$ cat src/rtl/dacld_pkg.sv
package dacld_pkg;

  typedef enum logic [2:0] {
    ST_IDLE,
    ST_LO,
    ST_HI,
    ST_GAP,
    ST_STROBE,
    ST_RECOV
  } dacld_state_e;

  // larger of two cycle counts, never below one cycle
  function automatic int cyc_max(input int a, input int b);
    int m;
    m = (a > b) ? a : b;
    return (m < 1) ? 1 : m;
  endfunction

endpackage

$ cat src/rtl/dacld_pacer.sv
module dacld_pacer #(
  parameter int CNT_W = 4
) (
  input  logic             clk,
  input  logic             rst_n,
  input  logic             load,
  input  logic [CNT_W-1:0] load_val,
  output logic             expired
);

  logic [CNT_W-1:0] cnt_q;

  always_ff @(posedge clk or negedge rst_n) begin
    if (!rst_n)           cnt_q <= '0;
    else if (load)        cnt_q <= load_val;
    else if (cnt_q != '0) cnt_q <= cnt_q - 1'b1;
  end

  assign expired = (cnt_q == '0);

endmodule

$ cat src/rtl/dacld_serializer.sv
module dacld_serializer #(
  parameter int FRAME_W = 16,
  parameter int CODE_W  = 12
) (
  input  logic              clk,
  input  logic              rst_n,
  input  logic              load,
  input  logic [CODE_W-1:0] code,
  input  logic              shift,
  output logic              sdo,
  output logic              last
);

  localparam int PAD_W = FRAME_W - CODE_W;
  localparam int IDX_W = $clog2(FRAME_W);
  localparam logic [IDX_W-1:0] LAST_IDX = IDX_W'(FRAME_W - 1);

  logic [FRAME_W-1:0] sreg_q;
  logic [IDX_W-1:0]   idx_q;

  always_ff @(posedge clk or negedge rst_n) begin
    if (!rst_n) begin
      sreg_q <= '0;
      idx_q  <= '0;
    end else if (load) begin
      sreg_q <= FRAME_W'(code);
      idx_q  <= '0;
    end else if (shift) begin
      sreg_q <= {sreg_q[FRAME_W-2:0], 1'b0};
      idx_q  <= idx_q + 1'b1;
    end
  end

  assign sdo  = sreg_q[FRAME_W-1];
  assign last = (idx_q == LAST_IDX);

  generate
    if (PAD_W > 0) begin : g_pad_chk

      frame_pad_chk: assert property (@(posedge clk) disable iff (!rst_n)
        load |=> (sreg_q[FRAME_W-1 -: PAD_W] == '0));
    end
  endgenerate


  no_shift_past_end_chk: assert property (@(posedge clk) disable iff (!rst_n)
    (shift && last) |-> 1'b0);

endmodule

$ cat src/rtl/dacld_seq.sv
module dacld_seq
  import dacld_pkg::*;
#(
  parameter int N_CH    = 2,
  parameter int CNT_W   = 4,
  parameter int LO_PH   = 5,
  parameter int HI_PH   = 5,
  parameter int LEAD_PH = 3,
  parameter int STB_PH  = 3,
  parameter int REC_PH  = 4
) (
  input  logic             clk,
  input  logic             rst_n,
  input  logic             in_valid,
  input  logic [N_CH-1:0]  in_mask,
  output logic             in_ready,
  input  logic             tmr_expired,
  input  logic             bit_last,
  output logic             tmr_load,
  output logic [CNT_W-1:0] tmr_val,
  output logic             ser_load,
  output logic             ser_shift,
  output logic             cs_n,
  output logic             sck,
  output logic [N_CH-1:0]  ld_n
);

  localparam logic [CNT_W-1:0] LO_V   = CNT_W'(LO_PH - 1);
  localparam logic [CNT_W-1:0] HI_V   = CNT_W'(HI_PH - 1);
  localparam logic [CNT_W-1:0] LEAD_V = CNT_W'(LEAD_PH - 1);
  localparam logic [CNT_W-1:0] STB_V  = CNT_W'(STB_PH - 1);
  localparam logic [CNT_W-1:0] REC_V  = CNT_W'(REC_PH - 1);

  dacld_state_e    state_q, state_d;
  logic [N_CH-1:0] mask_q;

  always_comb begin
    state_d   = state_q;
    tmr_load  = 1'b0;
    tmr_val   = '0;
    ser_load  = 1'b0;
    ser_shift = 1'b0;
    unique case (state_q)
      ST_IDLE: if (in_valid) begin
        state_d  = ST_LO;
        tmr_load = 1'b1;
        tmr_val  = LO_V;
        ser_load = 1'b1;
      end
      ST_LO: if (tmr_expired) begin
        state_d  = ST_HI;
        tmr_load = 1'b1;
        tmr_val  = HI_V;
      end
      ST_HI: if (tmr_expired) begin
        tmr_load = 1'b1;
        if (bit_last) begin
          state_d = ST_GAP;
          tmr_val = LEAD_V;
        end else begin
          state_d   = ST_LO;
          tmr_val   = LO_V;
          ser_shift = 1'b1;
        end
      end
      ST_GAP: if (tmr_expired) begin
        state_d  = ST_STROBE;
        tmr_load = 1'b1;
        tmr_val  = STB_V;
      end
      ST_STROBE: if (tmr_expired) begin
        state_d  = ST_RECOV;
        tmr_load = 1'b1;
        tmr_val  = REC_V;
      end
      ST_RECOV: if (tmr_expired) state_d = ST_IDLE;
      default: state_d = ST_IDLE;
    endcase
  end

  always_ff @(posedge clk or negedge rst_n) begin
    if (!rst_n) begin
      state_q <= ST_IDLE;
      mask_q  <= '0;
    end else begin
      state_q <= state_d;
      if (state_q == ST_IDLE && in_valid) mask_q <= in_mask;
    end
  end

  assign in_ready = (state_q == ST_IDLE);
  assign cs_n     = !(state_q == ST_LO || state_q == ST_HI);
  assign sck      = (state_q == ST_HI);
  assign ld_n     = (state_q == ST_STROBE) ? ~mask_q : '1;


  accept_goes_busy_chk: assert property (@(posedge clk) disable iff (!rst_n)
    (in_valid && in_ready) |=> !in_ready);


  busy_holds_mask_chk: assert property (@(posedge clk) disable iff (!rst_n)
    !in_ready |=> (in_ready || $stable(mask_q)));

endmodule

$ cat src/rtl/dac_frame_loader.sv
module dac_frame_loader
  import dacld_pkg::*;
#(
  parameter int CODE_W       = 12,
  parameter int FRAME_W      = 16,
  parameter int N_CH         = 2,
  parameter int SCK_HI_CYC   = 5,
  parameter int SCK_LO_CYC   = 5,
  parameter int SETUP_CYC    = 1,
  parameter int HOLD_CYC     = 3,
  parameter int LD_LEAD_CYC  = 3,
  parameter int LD_WIDTH_CYC = 3,
  parameter int LD_RECOV_CYC = 4
) (
  input  logic              clk,
  input  logic              rst_n,
  input  logic              in_valid,
  output logic              in_ready,
  input  logic [N_CH-1:0]   in_mask,
  input  logic [CODE_W-1:0] in_code,
  output logic              dac_cs_n,
  output logic              dac_sck,
  output logic              dac_sdi,
  output logic [N_CH-1:0]   dac_ld_n
);

  localparam int LO_PH   = cyc_max(SCK_LO_CYC, SETUP_CYC);
  localparam int HI_PH   = cyc_max(SCK_HI_CYC, HOLD_CYC);
  localparam int LEAD_PH = cyc_max(LD_LEAD_CYC, 1);
  localparam int STB_PH  = cyc_max(LD_WIDTH_CYC, 1);
  localparam int REC_PH  = cyc_max(LD_RECOV_CYC, 1);
  localparam int MAX_PH  = cyc_max(cyc_max(LO_PH, HI_PH),
                                   cyc_max(cyc_max(LEAD_PH, STB_PH), REC_PH));
  localparam int CNT_W   = $clog2(MAX_PH + 1);

  logic             tmr_load, tmr_expired;
  logic [CNT_W-1:0] tmr_val;
  logic             ser_load, ser_shift, bit_last;

  dacld_seq #(
    .N_CH(N_CH), .CNT_W(CNT_W), .LO_PH(LO_PH), .HI_PH(HI_PH),
    .LEAD_PH(LEAD_PH), .STB_PH(STB_PH), .REC_PH(REC_PH)
  ) u_seq (
    .clk(clk), .rst_n(rst_n),
    .in_valid(in_valid), .in_mask(in_mask), .in_ready(in_ready),
    .tmr_expired(tmr_expired), .bit_last(bit_last),
    .tmr_load(tmr_load), .tmr_val(tmr_val),
    .ser_load(ser_load), .ser_shift(ser_shift),
    .cs_n(dac_cs_n), .sck(dac_sck), .ld_n(dac_ld_n)
  );

  dacld_pacer #(.CNT_W(CNT_W)) u_pacer (
    .clk(clk), .rst_n(rst_n),
    .load(tmr_load), .load_val(tmr_val), .expired(tmr_expired)
  );

  dacld_serializer #(.FRAME_W(FRAME_W), .CODE_W(CODE_W)) u_ser (
    .clk(clk), .rst_n(rst_n),
    .load(ser_load), .code(in_code), .shift(ser_shift),
    .sdo(dac_sdi), .last(bit_last)
  );

  // run-length counters used only by the pin-level checks below
  logic [15:0] hi_run_q, ld_run_q;

  always_ff @(posedge clk or negedge rst_n) begin
    if (!rst_n) begin
      hi_run_q <= '0;
      ld_run_q <= '0;
    end else begin
      hi_run_q <= dac_sck ? ((hi_run_q == 16'hFFFF) ? hi_run_q : hi_run_q + 1'b1) : '0;
      ld_run_q <= (dac_ld_n != '1) ?
                  ((ld_run_q == 16'hFFFF) ? ld_run_q : ld_run_q + 1'b1) : '0;
    end
  end


  sck_high_width_chk: assert property (@(posedge clk) disable iff (!rst_n)
    $fell(dac_sck) |-> (hi_run_q == 16'(HI_PH)));


  sdi_hold_chk: assert property (@(posedge clk) disable iff (!rst_n)
    dac_sck |=> (!dac_sck || $stable(dac_sdi)));


  sck_inside_cs_chk: assert property (@(posedge clk) disable iff (!rst_n)
    dac_sck |-> !dac_cs_n);


  strobe_clear_of_frame_chk: assert property (@(posedge clk) disable iff (!rst_n)
    !dac_cs_n |-> (dac_ld_n == '1));


  strobe_width_chk: assert property (@(posedge clk) disable iff (!rst_n)
    ((dac_ld_n == '1) && ($past(dac_ld_n) != '1)) |-> (ld_run_q == 16'(STB_PH)));


  ready_quiet_chk: assert property (@(posedge clk) disable iff (!rst_n)
    in_ready |-> (dac_cs_n && !dac_sck && (dac_ld_n == '1)));

endmodule

$ cat config.mk
export PLATFORM = sky130hd
export DESIGN_NAME = dac_frame_loader
export DESIGN_NICKNAME = d
export VERILOG_FILES = /design/src/rtl/dacld_pkg.sv /design/src/rtl/dacld_pacer.sv /design/src/rtl/dacld_serializer.sv /design/src/rtl/dacld_seq.sv /design/src/rtl/dac_frame_loader.sv
export SDC_FILE = /design/constraint.sdc
export NUM_CORES = 1
export LEC_CHECK = 0
export BUFFER_PORTS_ARGS = -buffer_cell sky130_fd_sc_hd__buf_4
export CELL_PAD_IN_SITES_DETAIL_PLACEMENT = 0
export CELL_PAD_IN_SITES_GLOBAL_PLACEMENT = 2
export CORE_ASPECT_RATIO = 1.75
export CORE_MARGIN = 10
export CORE_UTILIZATION = 35
export DETAILED_ROUTE_END_ITERATION = 16
export HOLD_SLACK_MARGIN = 0.02
export PLACE_DENSITY_LB_ADDON = 0.1
export REMOVE_ABC_BUFFERS = 1
export SYNTH_ARGS = -nofsm -noshare
export SYNTH_HDL_FRONTEND = slang
export SYNTH_SLANG_ARGS = --single-unit
export TNS_END_PERCENT = 100
$ cat constraint.sdc
create_clock -name clk -period 1.8 [get_ports clk]
set_input_delay 0.18 -clock clk [delete_from_list [all_inputs] [get_ports clk]]
set_output_delay 0.18 -clock clk [all_outputs]
set_load 0.01 [all_outputs]
==> summary.md <==
| Metric | Value |
|---|---|
| Setup crit end kind | `flop` |
| Post-CTS Resized | `0` |
| Row cnt | `31` |
| Slew at the pin with the worst max-slew slack | `0.360 ns` |
| RePlAce Congestion | `0.792` |
| Share of post-route cells with drive strength above 1 | `23.1%` |
| Nets | `191` |
| WP data required | `1.95 ns` |
| Drt pass-1 iters | `4` |
| Critical path fanouts, max | `18` |
| Gr ovfl total | `0` |
| Worst Reg-to-Reg Cells | `8` |
| H-Tree Depth | `1` |
| Multi-input logic area | `698 um2` |
| CTS Buf Count | `3` |
| Clk Latency, worst-skew pair | `0.27 ns` |
| Period utilisation layout | `92.1%` |
| DRT antenna net count | `0` |
| Core area | `0.00411 mm2` |
| DR vias/cell | `4.96` |
| 1st-iter DRT viols | `17` |
| Clock slew at the register clock pins of the worst setup and hold paths | `0.09 ns` |
| Starting Density | `36.1%` |
| Gate Count Post-Synth | `146` |
| Final setup fails | `0` |
| DRC | `0` |
| Largest net degree at the start of global routing | `29` |
| Worst EP arrival | `1.81 ns` |
| Post-DP HPWL | `2.29 mm` |
| Final clock skew | `0.0106 ns` |
| Final Util | `42.7%` |
| Total die area | `0.00735 mm2` |
| Final Critical Period | `1.66 ns` |
| Design Power | `2.54 mW` |
| Post-synthesis sequential area ratio | `47.2%` |
| Flops & latches, synth | `28` |
| Port-buffer cells | `22` |
| Synth-to-Final Area Change | `18.3%` |
| Startpoint class of the critical path | `flop` |
| Leakage | `0.916 nW` |
| # clock sinks | `28` |
| Mapped cell area | `0.00149 mm2` |
| Worst IR Drop VDD | `0.648 mV` |
| RSZ-0062 raised after global routing | `false` |
| Vias in the first global route | `1198` |
| Yosys warning count | `0` |
| GR Util All Layers | `8.29%` |
| Setup tns final | `0 ns` |
| Routed wire length | `3.02 mm` |
| Via count | `1081` |
| Final Hold Viols | `0` |
| Critical Path, Cell by Cell | `inv_1 > ha_1 > nor2b_1 > buf_4 > nand3_2 > buf_12 > mux2i_1 > o21ai_1` |
| Register Area | `701 um2` |
| Chip width | `69.2 um` |
| Status | `completed` |
| Critical path class | `flop to flop` |
| I/O pin cnt | `23` |
| Mapped Avg Cell Area | `10.2 um2` |
| Final hold slack | `0.107 ns` |
| Crit-path max cell delay | `0.38 ns` |
| Antenna cells | `0` |
| Slew HR | `76.0%` |
| Worst path slowest cell | `dfrtp_1` |
| Worst hold path depth | `3` |
| CTS tree | `built` |
| Yosys cell types | `37` |
| Clk root buf | `clkbuf_8` |
| HP Class | `input pin to flop` |
| Power per cell area | `1450 mW/mm2` |
| Max-cap violations | `0` |
| Layout filler cell count | `429` |
| Fmax | `603 MHz` |
| Slew Limit Fails | `0` |
| First-pass GRT wire length | `5.29 mm` |
| Clock buffer depth | `2` |
| Wire length per cell | `13.8 um` |
| Initial antenna violation count | `0` |
| Die Ht | `106 um` |
state kept, by name (all words and copies together) (netlist names):
register,cells
u_seq.state_q,3
u_pacer.cnt_q,3
u_ser.idx_q,4
u_ser.sreg_q,16
u_seq.mask_q,2
area by class of cell:
type,count,share of cell area (%)
repair buffers,30,13.7
inverters,4,0.855
clock buffers,3,2.35
flip-flops and latches,28,39.9
well taps,49,3.49
multi-input cells,104,39.7
cells by family after synthesis:
| family | after synthesis | synth area share, % |
|---|---|---|
| adder cells (fa/ha/maj) | 4 | 3.20 |
| buffers and inverters | 14 | 5.81 |
| multiplexers | 18 | 12.3 |
| AO/OA/AOI/OAI | 29 | 11.3 |
| flip-flops | 28 | 47.2 |
| XOR/XNOR | 4 | 2.36 |
| AND/OR/NAND/NOR | 49 | 17.9 |
cell usage after synthesis:
cell	instances	area (um2)
nand4_1	2	12.5
o21ai_0	3	15.0
dfrtp_1	28	701
a211oi_1	1	7.51
nand2_1	19	71.3
inv_1	3	11.3
and2_1	1	6.26
clkbuf_1	1	3.75
a22o_1	1	8.76
nand2b_1	1	6.26
inv_2	1	3.75
xor2_1	4	35.0
o211ai_1	2	15.0
buf_2	3	15.0
nor2_1	9	33.8
or2_2	1	6.26
a21oi_1	6	30.0
nor2_4	1	11.3
nand4bb_1	2	22.5
o21ai_1	12	60.1
or3b_4	1	11.3
maj3_1	1	10.0
nor3_1	2	10.0
o22ai_1	1	6.26
nand3_2	1	10.0
nand3_1	4	20.0
nor2b_1	1	6.26
ha_1	3	37.5
nor3b_4	1	18.8
a21o_1	2	15.0
buf_4	4	30.0
and3_1	2	12.5
mux2_1	2	22.5
mux2i_1	16	160
nor2_2	1	6.26
o211a_1	1	10.0
buf_6	2	22.5
placed cells by master, fill, tap and decap left out, drive strengths merged, types with 2 or more instances in the layout:
| master | synthesis | final |
|---|---|---|
| nor3 | 2 | 2 |
| o211ai | 2 | 2 |
| nand2 | 19 | 19 |
| o21ai | 15 | 15 |
| mux2i | 16 | 16 |
| inv | 4 | 4 |
| nand3 | 5 | 5 |
| mux2 | 2 | 2 |
| buf | 9 | 29 |
| nand4bb | 2 | 2 |
| and3 | 2 | 2 |
| nand4 | 2 | 2 |
| dfrtp | 28 | 28 |
| xor2 | 4 | 4 |
| nor2 | 11 | 11 |
| a21o | 2 | 2 |
| clkbuf | 1 | 3 |
| ha | 3 | 3 |
| a21oi | 6 | 6 |
worst paths after layout:
kind,from,to,slack [ns]
max,u_pacer.cnt_q[0]$_DFFE_PN0P_,u_ser.sreg_q[8]$_DFFE_PN0P_,0.14
min,in_code[5],u_ser.sreg_q[5]$_DFFE_PN0P_,0.11
max reg2reg,u_pacer.cnt_q[0]$_DFFE_PN0P_,u_ser.sreg_q[8]$_DFFE_PN0P_,0.14
min reg2reg,u_pacer.cnt_q[0]$_DFFE_PN0P_,u_pacer.cnt_q[0]$_DFFE_PN0P_,0.49
min in group asynchronous,rst_n,u_seq.state_q[2]$_DFFE_PN0P_,0.35
max in group asynchronous,rst_n,u_ser.sreg_q[3]$_DFFE_PN0P_,1.17
worst max-delay path, delay by kind of cell, from the launching register on:
family | cells | cell delay, ns
buffers and inverters | 3 | 0.40
DFF | 1 | 0.38
adders and majority gates | 1 | 0.23
and+or+nand+nor | 2 | 0.23
muxes | 1 | 0.22
AOI/OAI and AO/OA | 1 | 0.08
report_power, final:
group | internal, mW | switching (mW) | total, mW
registers | 0.903 | 0.169 | 1.07
clock network | 0.150 | 0.178 | 0.328
logic | 0.543 | 0.597 | 1.14
total | 1.60 | 0.945 | 2.54
per-layer routing:
layer,wire length (um),track usage (%)
met1,1240,8.34
met2,1630,15.8
met3,101,1.68
met4,42,3.61
met5,0,0
stage by stage:
step	cell area, um2	instances	setup WS, ns
after detailed placement	1710	214	0.154
after CTS	1760	218	0.125
after floorplan	1410	136	-0.142
after global routing	1760	218	0.0119
final	1760	218	0.142
after global placement	1710	214	0.201
repair_timing:
item	4_1_cts	5_1_grt
buffers inserted	0	0
hold buffers	1	0
hold endpoints to repair	28	0
Power figures use the tool's default switching activity.
